==> config.mk <==
export PLATFORM = sky130hd
export DESIGN_NAME = tlv_mem_bridge
export DESIGN_NICKNAME = d
export VERILOG_FILES = /design/src/rtl/tmb_pkg.sv /design/src/rtl/tmb_rx.sv /design/src/rtl/tmb_wpack.sv /design/src/rtl/tmb_tx.sv /design/src/rtl/tlv_mem_bridge.sv
export SDC_FILE = /design/constraint.sdc
export NUM_CORES = 1
export LEC_CHECK = 0
export ABC_AREA = 1
export BUFFER_PORTS_ARGS = -buffer_cell sky130_fd_sc_hd__buf_2
export CELL_PAD_IN_SITES_DETAIL_PLACEMENT = 0
export CELL_PAD_IN_SITES_GLOBAL_PLACEMENT = 1
export CORE_MARGIN = 2
export CORE_UTILIZATION = 45
export DETAILED_ROUTE_END_ITERATION = 6
export GPL_TIMING_DRIVEN = 0
export PLACE_DENSITY = 0.9
export SLEW_MARGIN = 15
export SYNTH_ARGS = -nofsm -noshare
export SYNTH_HDL_FRONTEND = slang
export SYNTH_SLANG_ARGS = --single-unit
==> constraint.sdc <==
create_clock -name clk_i -period 3.3 [get_ports clk_i]
set_input_delay 0.66 -clock clk_i [delete_from_list [all_inputs] [get_ports clk_i]]
set_output_delay 0.66 -clock clk_i [all_outputs]
set_load 0.01 [all_outputs]
==> src/rtl/tmb_pkg.sv <==
package tmb_pkg;
  localparam logic [15:0] TYPE_WR    = 16'h0100;
  localparam logic [15:0] TYPE_RDREQ = 16'h0200;
  localparam logic [15:0] TYPE_RDRSP = 16'h8200;
  localparam int unsigned HDR_BYTES  = 8;

  typedef enum logic [2:0] {
    RX_HDR, RX_WR, RX_RDLEN, RX_DROP, RX_WAIT
  } rx_state_e;

  typedef enum logic [2:0] {
    TX_IDLE, TX_HDR, TX_FETCH, TX_LATCH, TX_SEND
  } tx_state_e;
endpackage

==> src/rtl/tmb_rx.sv <==
module tmb_rx
  import tmb_pkg::*;
#(
  parameter int unsigned MAX_PKT = 512,
  parameter int unsigned CNT_W   = $clog2(MAX_PKT - HDR_BYTES + 1)
) (
  input  logic             clk_i,
  input  logic             rst_ni,
  input  logic [7:0]       in_data_i,
  input  logic             in_valid_i,
  output logic             in_ready_o,
  input  logic             tx_busy_i,
  output logic             wr_beat_o,
  output logic [7:0]       wr_byte_o,
  output logic [31:0]      wr_addr_o,
  output logic             wr_last_o,
  output logic             rd_start_o,
  output logic [31:0]      rd_addr_o,
  output logic [CNT_W-1:0] rd_cnt_o,
  output logic             err_o
);
  localparam logic [15:0] MAX_LEN = 16'(MAX_PKT - 4);

  rx_state_e   state_q;
  logic [2:0]  idx_q;
  logic [55:0] hdr_q;
  logic [23:0] val_q;
  logic [15:0] cnt_q;
  logic [31:0] cur_q;
  logic [31:0] addr_q;
  logic        err_q;

  logic [63:0] hdr_full;
  logic [15:0] h_len, h_type;
  logic [31:0] h_addr, rd_val;
  logic        accept, is_wr, is_rd, val_ok;
  logic [15:0] drop_n;

  assign in_ready_o = (state_q != RX_WAIT);
  assign accept     = in_valid_i && in_ready_o;

  assign hdr_full = {in_data_i, hdr_q};
  assign h_len    = hdr_full[15:0];
  assign h_type   = hdr_full[31:16];
  assign h_addr   = hdr_full[63:32];
  assign is_wr    = (h_type == TYPE_WR) && (h_len >= 16'd4) && (h_len <= MAX_LEN);
  assign is_rd    = (h_type == TYPE_RDREQ) && (h_len == 16'd8);
  assign drop_n   = (h_len < 16'd4) ? 16'd0 : h_len - 16'd4;

  assign rd_val   = {in_data_i, val_q};
  assign val_ok   = (rd_val >= 32'd4) && (rd_val <= 32'(MAX_LEN));

  assign wr_beat_o  = accept && (state_q == RX_WR);
  assign wr_byte_o  = in_data_i;
  assign wr_addr_o  = cur_q;
  assign wr_last_o  = (cnt_q == 16'd1);
  assign rd_start_o = accept && (state_q == RX_RDLEN) && (idx_q == 3'd3) && val_ok;
  assign rd_addr_o  = addr_q;
  assign rd_cnt_o   = CNT_W'(rd_val - 32'd4);
  assign err_o      = err_q;

  always_ff @(posedge clk_i or negedge rst_ni) begin
    if (!rst_ni) begin
      state_q <= RX_HDR;
      idx_q   <= '0;
      hdr_q   <= '0;
      val_q   <= '0;
      cnt_q   <= '0;
      cur_q   <= '0;
      addr_q  <= '0;
      err_q   <= 1'b0;
    end else begin
      unique case (state_q)
        RX_HDR: if (accept) begin
          hdr_q[8*idx_q +: 8] <= in_data_i;
          idx_q <= idx_q + 3'd1;
          if (idx_q == 3'd7) begin
            idx_q <= '0;
            if (is_wr) begin
              if (h_len != 16'd4) begin
                state_q <= RX_WR;
                cnt_q   <= h_len - 16'd4;
                cur_q   <= h_addr;
              end
            end else if (is_rd) begin
              state_q <= RX_RDLEN;
              addr_q  <= h_addr;
            end else begin
              err_q <= 1'b1;
              if (drop_n != 16'd0) begin
                state_q <= RX_DROP;
                cnt_q   <= drop_n;
              end
            end
          end
        end
        RX_WR: if (accept) begin
          cur_q <= cur_q + 32'd1;
          cnt_q <= cnt_q - 16'd1;
          if (cnt_q == 16'd1) state_q <= RX_HDR;
        end
        RX_RDLEN: if (accept) begin
          if (idx_q != 3'd3) val_q[8*idx_q[1:0] +: 8] <= in_data_i;
          idx_q <= idx_q + 3'd1;
          if (idx_q == 3'd3) begin
            idx_q <= '0;
            if (val_ok) state_q <= RX_WAIT;
            else begin
              state_q <= RX_HDR;
              err_q   <= 1'b1;
            end
          end
        end
        RX_DROP: if (accept) begin
          cnt_q <= cnt_q - 16'd1;
          if (cnt_q == 16'd1) state_q <= RX_HDR;
        end
        RX_WAIT: if (!tx_busy_i) state_q <= RX_HDR;
        default: state_q <= RX_HDR;
      endcase
    end
  end
endmodule

==> src/rtl/tmb_wpack.sv <==
module tmb_wpack (
  input  logic        clk_i,
  input  logic        rst_ni,
  input  logic        beat_i,
  input  logic [7:0]  byte_i,
  input  logic [31:0] addr_i,
  input  logic        last_i,
  output logic        req_o,
  output logic [31:0] addr_o,
  output logic [31:0] data_o,
  output logic [3:0]  be_o
);
  logic [31:0] acc_data;
  logic [3:0]  acc_be;
  logic [31:0] nxt_data;
  logic [3:0]  nxt_be;
  logic [1:0]  lane;

  assign lane = addr_i[1:0];

  always_comb begin
    nxt_data = acc_data;
    nxt_data[8*lane +: 8] = byte_i;
    nxt_be = acc_be | (4'b0001 << lane);
  end

  always_ff @(posedge clk_i or negedge rst_ni) begin
    if (!rst_ni) begin
      acc_data <= '0;
      acc_be   <= '0;
      req_o    <= 1'b0;
      addr_o   <= '0;
      data_o   <= '0;
      be_o     <= '0;
    end else begin
      req_o <= 1'b0;
      if (beat_i) begin
        if (last_i || lane == 2'd3) begin
          req_o    <= 1'b1;
          addr_o   <= {addr_i[31:2], 2'b00};
          data_o   <= nxt_data;
          be_o     <= nxt_be;
          acc_data <= '0;
          acc_be   <= '0;
        end else begin
          acc_data <= nxt_data;
          acc_be   <= nxt_be;
        end
      end
    end
  end
endmodule

==> src/rtl/tmb_tx.sv <==
module tmb_tx
  import tmb_pkg::*;
#(
  parameter int unsigned CNT_W = 9
) (
  input  logic             clk_i,
  input  logic             rst_ni,
  input  logic             start_i,
  input  logic [31:0]      addr_i,
  input  logic [CNT_W-1:0] cnt_i,
  output logic             busy_o,
  output logic [7:0]       out_data_o,
  output logic             out_valid_o,
  input  logic             out_ready_i,
  output logic             rd_req_o,
  output logic [31:0]      rd_addr_o,
  input  logic [31:0]      rd_data_i
);
  tx_state_e        state_q;
  logic [2:0]       hidx_q;
  logic [31:0]      base_q, ca_q, word_q;
  logic [CNT_W-1:0] n_q, k_q;
  logic [15:0]      rsp_len;
  logic [7:0]       hdr_byte;
  logic             fire;

  assign rsp_len     = 16'(n_q) + 16'd4;
  assign busy_o      = (state_q != TX_IDLE);
  assign out_valid_o = (state_q == TX_HDR) || (state_q == TX_SEND);
  assign fire        = out_valid_o && out_ready_i;
  assign rd_req_o    = (state_q == TX_FETCH);
  assign rd_addr_o   = {ca_q[31:2], 2'b00};

  always_comb begin
    unique case (hidx_q)
      3'd0:    hdr_byte = rsp_len[7:0];
      3'd1:    hdr_byte = rsp_len[15:8];
      3'd2:    hdr_byte = TYPE_RDRSP[7:0];
      3'd3:    hdr_byte = TYPE_RDRSP[15:8];
      3'd4:    hdr_byte = base_q[7:0];
      3'd5:    hdr_byte = base_q[15:8];
      3'd6:    hdr_byte = base_q[23:16];
      default: hdr_byte = base_q[31:24];
    endcase
  end

  assign out_data_o = (state_q == TX_SEND) ? word_q[8*ca_q[1:0] +: 8] : hdr_byte;

  always_ff @(posedge clk_i or negedge rst_ni) begin
    if (!rst_ni) begin
      state_q <= TX_IDLE;
      hidx_q  <= '0;
      base_q  <= '0;
      ca_q    <= '0;
      word_q  <= '0;
      n_q     <= '0;
      k_q     <= '0;
    end else begin
      unique case (state_q)
        TX_IDLE: if (start_i) begin
          state_q <= TX_HDR;
          hidx_q  <= '0;
          base_q  <= addr_i;
          ca_q    <= addr_i;
          n_q     <= cnt_i;
          k_q     <= '0;
        end
        TX_HDR: if (fire) begin
          hidx_q <= hidx_q + 3'd1;
          if (hidx_q == 3'd7) state_q <= (n_q == '0) ? TX_IDLE : TX_FETCH;
        end
        TX_FETCH: state_q <= TX_LATCH;
        TX_LATCH: begin
          word_q  <= rd_data_i;
          state_q <= TX_SEND;
        end
        TX_SEND: if (fire) begin
          ca_q <= ca_q + 32'd1;
          k_q  <= k_q + CNT_W'(1);
          if ((k_q + CNT_W'(1)) == n_q) state_q <= TX_IDLE;
          else if (ca_q[1:0] == 2'd3)   state_q <= TX_FETCH;
        end
        default: state_q <= TX_IDLE;
      endcase
    end
  end
endmodule

==> src/rtl/tlv_mem_bridge.sv <==
module tlv_mem_bridge
  import tmb_pkg::*;
#(
  parameter int unsigned MAX_PKT = 512
) (
  input  logic        clk_i,
  input  logic        rst_ni,
  input  logic [7:0]  in_data_i,
  input  logic        in_valid_i,
  output logic        in_ready_o,
  output logic [7:0]  out_data_o,
  output logic        out_valid_o,
  input  logic        out_ready_i,
  output logic        bus_req_o,
  output logic        bus_we_o,
  output logic [31:0] bus_addr_o,
  output logic [31:0] bus_wdata_o,
  output logic [3:0]  bus_be_o,
  input  logic [31:0] bus_rdata_i,
  output logic        err_o
);
  localparam int unsigned CNT_W = $clog2(MAX_PKT - HDR_BYTES + 1);

  logic             tx_busy, wr_beat, wr_last, rd_start;
  logic [7:0]       wr_byte;
  logic [31:0]      wr_baddr, rd_addr;
  logic [CNT_W-1:0] rd_cnt;
  logic             wp_req, tx_req;
  logic [31:0]      wp_addr, wp_data, tx_addr;
  logic [3:0]       wp_be;

  tmb_rx #(.MAX_PKT(MAX_PKT), .CNT_W(CNT_W)) u_rx (
    .clk_i(clk_i), .rst_ni(rst_ni),
    .in_data_i(in_data_i), .in_valid_i(in_valid_i), .in_ready_o(in_ready_o),
    .tx_busy_i(tx_busy),
    .wr_beat_o(wr_beat), .wr_byte_o(wr_byte), .wr_addr_o(wr_baddr), .wr_last_o(wr_last),
    .rd_start_o(rd_start), .rd_addr_o(rd_addr), .rd_cnt_o(rd_cnt),
    .err_o(err_o)
  );

  tmb_wpack u_wpack (
    .clk_i(clk_i), .rst_ni(rst_ni),
    .beat_i(wr_beat), .byte_i(wr_byte), .addr_i(wr_baddr), .last_i(wr_last),
    .req_o(wp_req), .addr_o(wp_addr), .data_o(wp_data), .be_o(wp_be)
  );

  tmb_tx #(.CNT_W(CNT_W)) u_tx (
    .clk_i(clk_i), .rst_ni(rst_ni),
    .start_i(rd_start), .addr_i(rd_addr), .cnt_i(rd_cnt),
    .busy_o(tx_busy),
    .out_data_o(out_data_o), .out_valid_o(out_valid_o), .out_ready_i(out_ready_i),
    .rd_req_o(tx_req), .rd_addr_o(tx_addr), .rd_data_i(bus_rdata_i)
  );

  // rx stalls during a response, so the two bus sources never overlap
  assign bus_req_o   = wp_req | tx_req;
  assign bus_we_o    = wp_req;
  assign bus_addr_o  = wp_req ? wp_addr : tx_addr;
  assign bus_wdata_o = wp_data;
  assign bus_be_o    = wp_req ? wp_be : 4'hf;
endmodule

==> flow_results.org <==
** Setup path
- STA classifies the critical path endpoint as a primary output.
- STA puts the critical path data required time at 2.64 ns.
- Top cell family by delay on the critical path :: simple AND/OR/NAND/NOR gates
- Traced cell by cell, the critical path runs through ha_2, ha_2, nor4_4, a221oi_2, nand3_1, o21ai_0, o21ai_1, buf_2.
- In this design, the stage delay of the slowest critical-path cell is around 0.47 ns.
- Together, buffers and inverters on the worst path number 1.
- The worst setup path is launched from a flip-flop.
- Most common cell on crit path :: sky130_fd_sc_hd__ha_2
- In this run the worst path has a maximum fanout of 8.
- The slowest stage of the critical path belongs to the cell sky130_fd_sc_hd__nor4_4.
- At the worst endpoint, the arrival time is 2.54 ns.
- Register-to-register path setup slack :: approximately 0.24 ns
- Worst Path Class, Setup :: flip-flop to primary output

** Route
- For this block, the via count after detailed routing is 19400.
- First-iteration detailed-routing DRC count :: 1732
- The pre-antenna-repair detailed-routing pass consisted of 6 iterations.
- In the final routed layout, each cell accounts on average for 19.1 µm.
- In the routed layout, each cell is associated on average with a via count of 5.48.
- Summed over all layers, the routed wires come to 67.6 mm.
- Post-detailed-route DRC marker count :: 0
- DRT antenna net count :: 0

** Synthesis
- For this run, asynchronously set or reset flops after synthesis account for between 90% and 100%.
- Share of synthesized area occupied by flip-flops and latches :: 46.2%
- Synthesis warning total :: 0
- The synthesized design contains 0 enable-type register cells.
- Summing every instance area after synthesis gives 0.0211 mm².
- Post-synthesis sequential element count :: 390
- Average cell area after synthesis :: 7.72 µm²
- Ys flop type :: sky130_fd_sc_hd__dfrtp_1
- Counting distinct cell types in the post-synthesis netlist gives 56.
- Synthesis handed over a netlist of 2733 instances.

** Clock tree
- No sink is reached through more buffers than the 3 on the longest clock path.
- Clock-pin slew was measured on the worst setup and hold paths at roughly 0.06 ns.
- TritonCTS created 44 clock buffers.
- The cell sitting at the root of the clock tree is a sky130_fd_sc_hd__clkbuf_16.
- TritonCTS built the clock tree.
- The clock reaches the later pin of the worst-skew pair after slightly below 0.6 ns.
- TritonCTS sink count :: 390
- The H-tree was split into 2 levels.

** Outcome
- The flow ran to the end, and the final reports show no timing, DRC or antenna violations.

** STA
- Total count of hold-check failures in the final report :: 0
- Worst slew margin relative to its limit :: 53.7%
- After layout, the worst setup slack is about 0.1 ns.
- The number of max-slew violations in the final report is 0.
- Summed over all failing endpoints, the final setup total negative slack is 0 ns.
- Worst hold slack :: 0.312 ns
- Setup violations remaining at the end of the flow were counted as 0.
- Final Skew :: 0.0206 ns
- Subtracting the final worst setup slack from the clock period gives 3.20 ns.
- Post-route fraction of the period consumed by the critical path :: between 90% and 100%
- Slew @ Worst Pin :: approximately 0.69 ns
- Achievable frequency :: roughly 310 MHz

** Finish
- From synthesis to final layout, the design area changed by 14.4%.
- Leaving out filler cells and counting taps, the final layout contains 3544.
- The filler cells instantiated in the layout total 4520.
- The post-route netlist has roughly an eighth of its cells at a drive strength greater than 1.
- Post-layout util :: 52.0%
- Nets :: 2982
- With fillers left out, the area of the finished cells amounts to between 0.02 and 0.025 mm².
- 0 antenna diodes ended up in the layout.

** Die
- Total die area :: 0.0487 mm²
- Number of placed I/O pins :: 125
- After floorplanning, the core was sized to cover 0.0465 mm².
- Initial cell density of the core :: 45.4%
- Measured along the x axis, the die boundary spans ~220 µm.
- Height of the die :: 221 µm
- Row cnt :: 79

** Flow run
- Number of max-cap violations :: 0

** Placed design
- Half-perimeter wire length after detailed placement :: 51.1 mm
- Worst-case setup slack after placement :: -0.273 ns
- In this run the cell area measured after placement is 0.0226 mm².
- Input and output buffers added on the ports amount to 114.
- Placed cells :: between 3000 and 4000
- At the end of routability-driven placement, the weighted congestion stood at about 0.99.

** Power
- The worst-case IR drop observed on VDD is ~0.44 mV.
- Total power for the finished layout comes to between 20 and 25 mW.
- Summed over all cells, the static leakage comes to 11.3 nW.
- Power density cells :: 882 mW/mm²

** Global routing
- Wire length of the first global-routing pass :: 106 mm
- Entering global routing, the biggest net connects 104 pins.
- The number of antenna violations at the first check in global routing was 0.
- The total overflow left after global routing is 0.
- Global-route usage over all layers :: 28.2%
- Vias in the first global route :: ~19000

** Min path
- The worst hold path belongs to the class input port to flip-flop.
## metal layers
metal / GRT usage, % / up-vias / wire (µm)
met5: 0 / - / 0
met4: 8.29 / 0 / 1890
met3: 4.10 / 117 / 3740
met1: 39.1 / 9414 / 30000
li1: - / 9300 / -
met2: 46.0 / 573 / 32000
## cells by family (layout without fill, tap and decap cells)
kind of cell,after synthesis,in the layout,synth area share (%)
buffers and inverters,430,633,8.26
multiplexers,32,32,1.71
AO/OA/AOI/OAI,493,493,12.6
AND/OR/NAND/NOR,1290,1290,26.6
adder cells (fa/ha/maj),36,36,2.13
flip-flops,390,390,46.2
other,1,2,0.0178
XOR/XNOR,61,61,2.53
## layout by cell type, fill, tap and decap left out, drive strengths merged, types with 2 or more instances in the layout
cell and n:
a211oi 2, a21oi 37, a221oi 6, a31oi 11
a32o 2, a41oi 4, and3 4, buf 185
bufinv 3, clkbuf 120, clkinv 16, clkinvlp 3
conb 2, dfrtp 390, ha 36, inv 305
mux2 32, nand2 750, nand3 196, nand3b 4
nand4 73, nor2 197, nor3 50, nor3b 4
nor4 6, o211ai 2, o21a 3, o21ai 380
o21bai 2, o22ai 25, o31ai 9, o32ai 8
or2 4, xnor2 5, xor2 56
## layout make-up
cell class              instances  area (µm²)  area share [%]
clock buffers                  60        1260            5.23
clock inverters                21         235           0.974
flip-flops and latches        390        9760            40.4
repair buffers                124         738            3.06
well taps                     607         759            3.14
plain buffers                 122         594            2.46
multi-input cells            1914        9650            40.0
inverters                     306        1150            4.76
## worst paths after layout
check / from / endpoint / depth (start not counted)
max: u_tx.hidx_q[0]$_DFFE_PN0P_ / out_data_o[1] / 8
min: bus_rdata_i[21] / u_tx.word_q[21]$_DFFE_PN0P_ / 2
max reg2reg: u_rx.idx_q[0]$_DFFE_PN0P_ / u_rx.hdr_q[35]$_DFFE_PN0P_ / 10
min reg2reg: u_wpack.data_o[25]$_DFFE_PN0P_ / u_wpack.data_o[25]$_DFFE_PN0P_ / 2
max in group asynchronous: rst_ni / u_tx.hidx_q[2]$_DFFE_PN0P_ / 3
min in group asynchronous: rst_ni / u_tx.ca_q[15]$_DFFE_PN0P_ / 2
## report_power, final
part / switching [mW] / internal [mW] / total (mW)
sequential: 1.21 / 6.44 / 7.65
combinational: 5.83 / 2.75 / 8.57
clock: 2.13 / 2.94 / 5.08
## state kept, by name, indices dropped and copies added, names as in the netlist, 3 cells and up
name	flops
u_tx.hidx_q	3
u_wpack.data_o	32
u_rx.wr_addr_o	32
u_rx.val_q	24
u_wpack.acc_be	4
u_tx.base_q	32
u_rx.hdr_q	56
u_tx.n_q	9
u_wpack.addr_o	30
u_wpack.acc_data	32
u_rx.idx_q	3
u_tx.state_q	3
u_rx.state_q	3
u_wpack.be_o	4
u_tx.ca_q	32
u_rx.rd_addr_o	32
u_rx.cnt_q	16
u_tx.word_q	32
u_tx.k_q	9
## repair_timing
item | CTS | global route
hold buffers | 1 | 0
pin swaps | 1 | 3
endpoints found under the hold margin | 7 | 0
setup endpoints to repair | 16 | 34
resized for setup | 5 | 17
setup buffers | 0 | 5
## synthesized netlist by cell type (7+ instances only)
cell                       number  area share (%)
sky130_fd_sc_hd__nand2_1      744              13
sky130_fd_sc_hd__nand3_1      193             4.6
sky130_fd_sc_hd__nor2_1       182             3.2
sky130_fd_sc_hd__mux2_2        32             1.7
sky130_fd_sc_hd__inv_2         14            0.25
sky130_fd_sc_hd__clkbuf_1      61             1.1
sky130_fd_sc_hd__o31ai_1        9            0.32
sky130_fd_sc_hd__buf_4          7            0.25
sky130_fd_sc_hd__xor2_1        56             2.3
sky130_fd_sc_hd__a31oi_1       11            0.33
sky130_fd_sc_hd__a21oi_1       37            0.88
sky130_fd_sc_hd__ha_1          36             2.1
sky130_fd_sc_hd__o32ai_1        8            0.33
sky130_fd_sc_hd__o21ai_0      229             5.4
sky130_fd_sc_hd__inv_1        289             5.1
sky130_fd_sc_hd__o21ai_1      150             3.6
sky130_fd_sc_hd__nor3_1        45             1.1
sky130_fd_sc_hd__buf_2         46             1.1
sky130_fd_sc_hd__nor2_2        10            0.30
sky130_fd_sc_hd__dfrtp_1      390              46
sky130_fd_sc_hd__nand4_1       72             2.1
sky130_fd_sc_hd__o22ai_1       25            0.74
(Power assumes the default switching activity.)
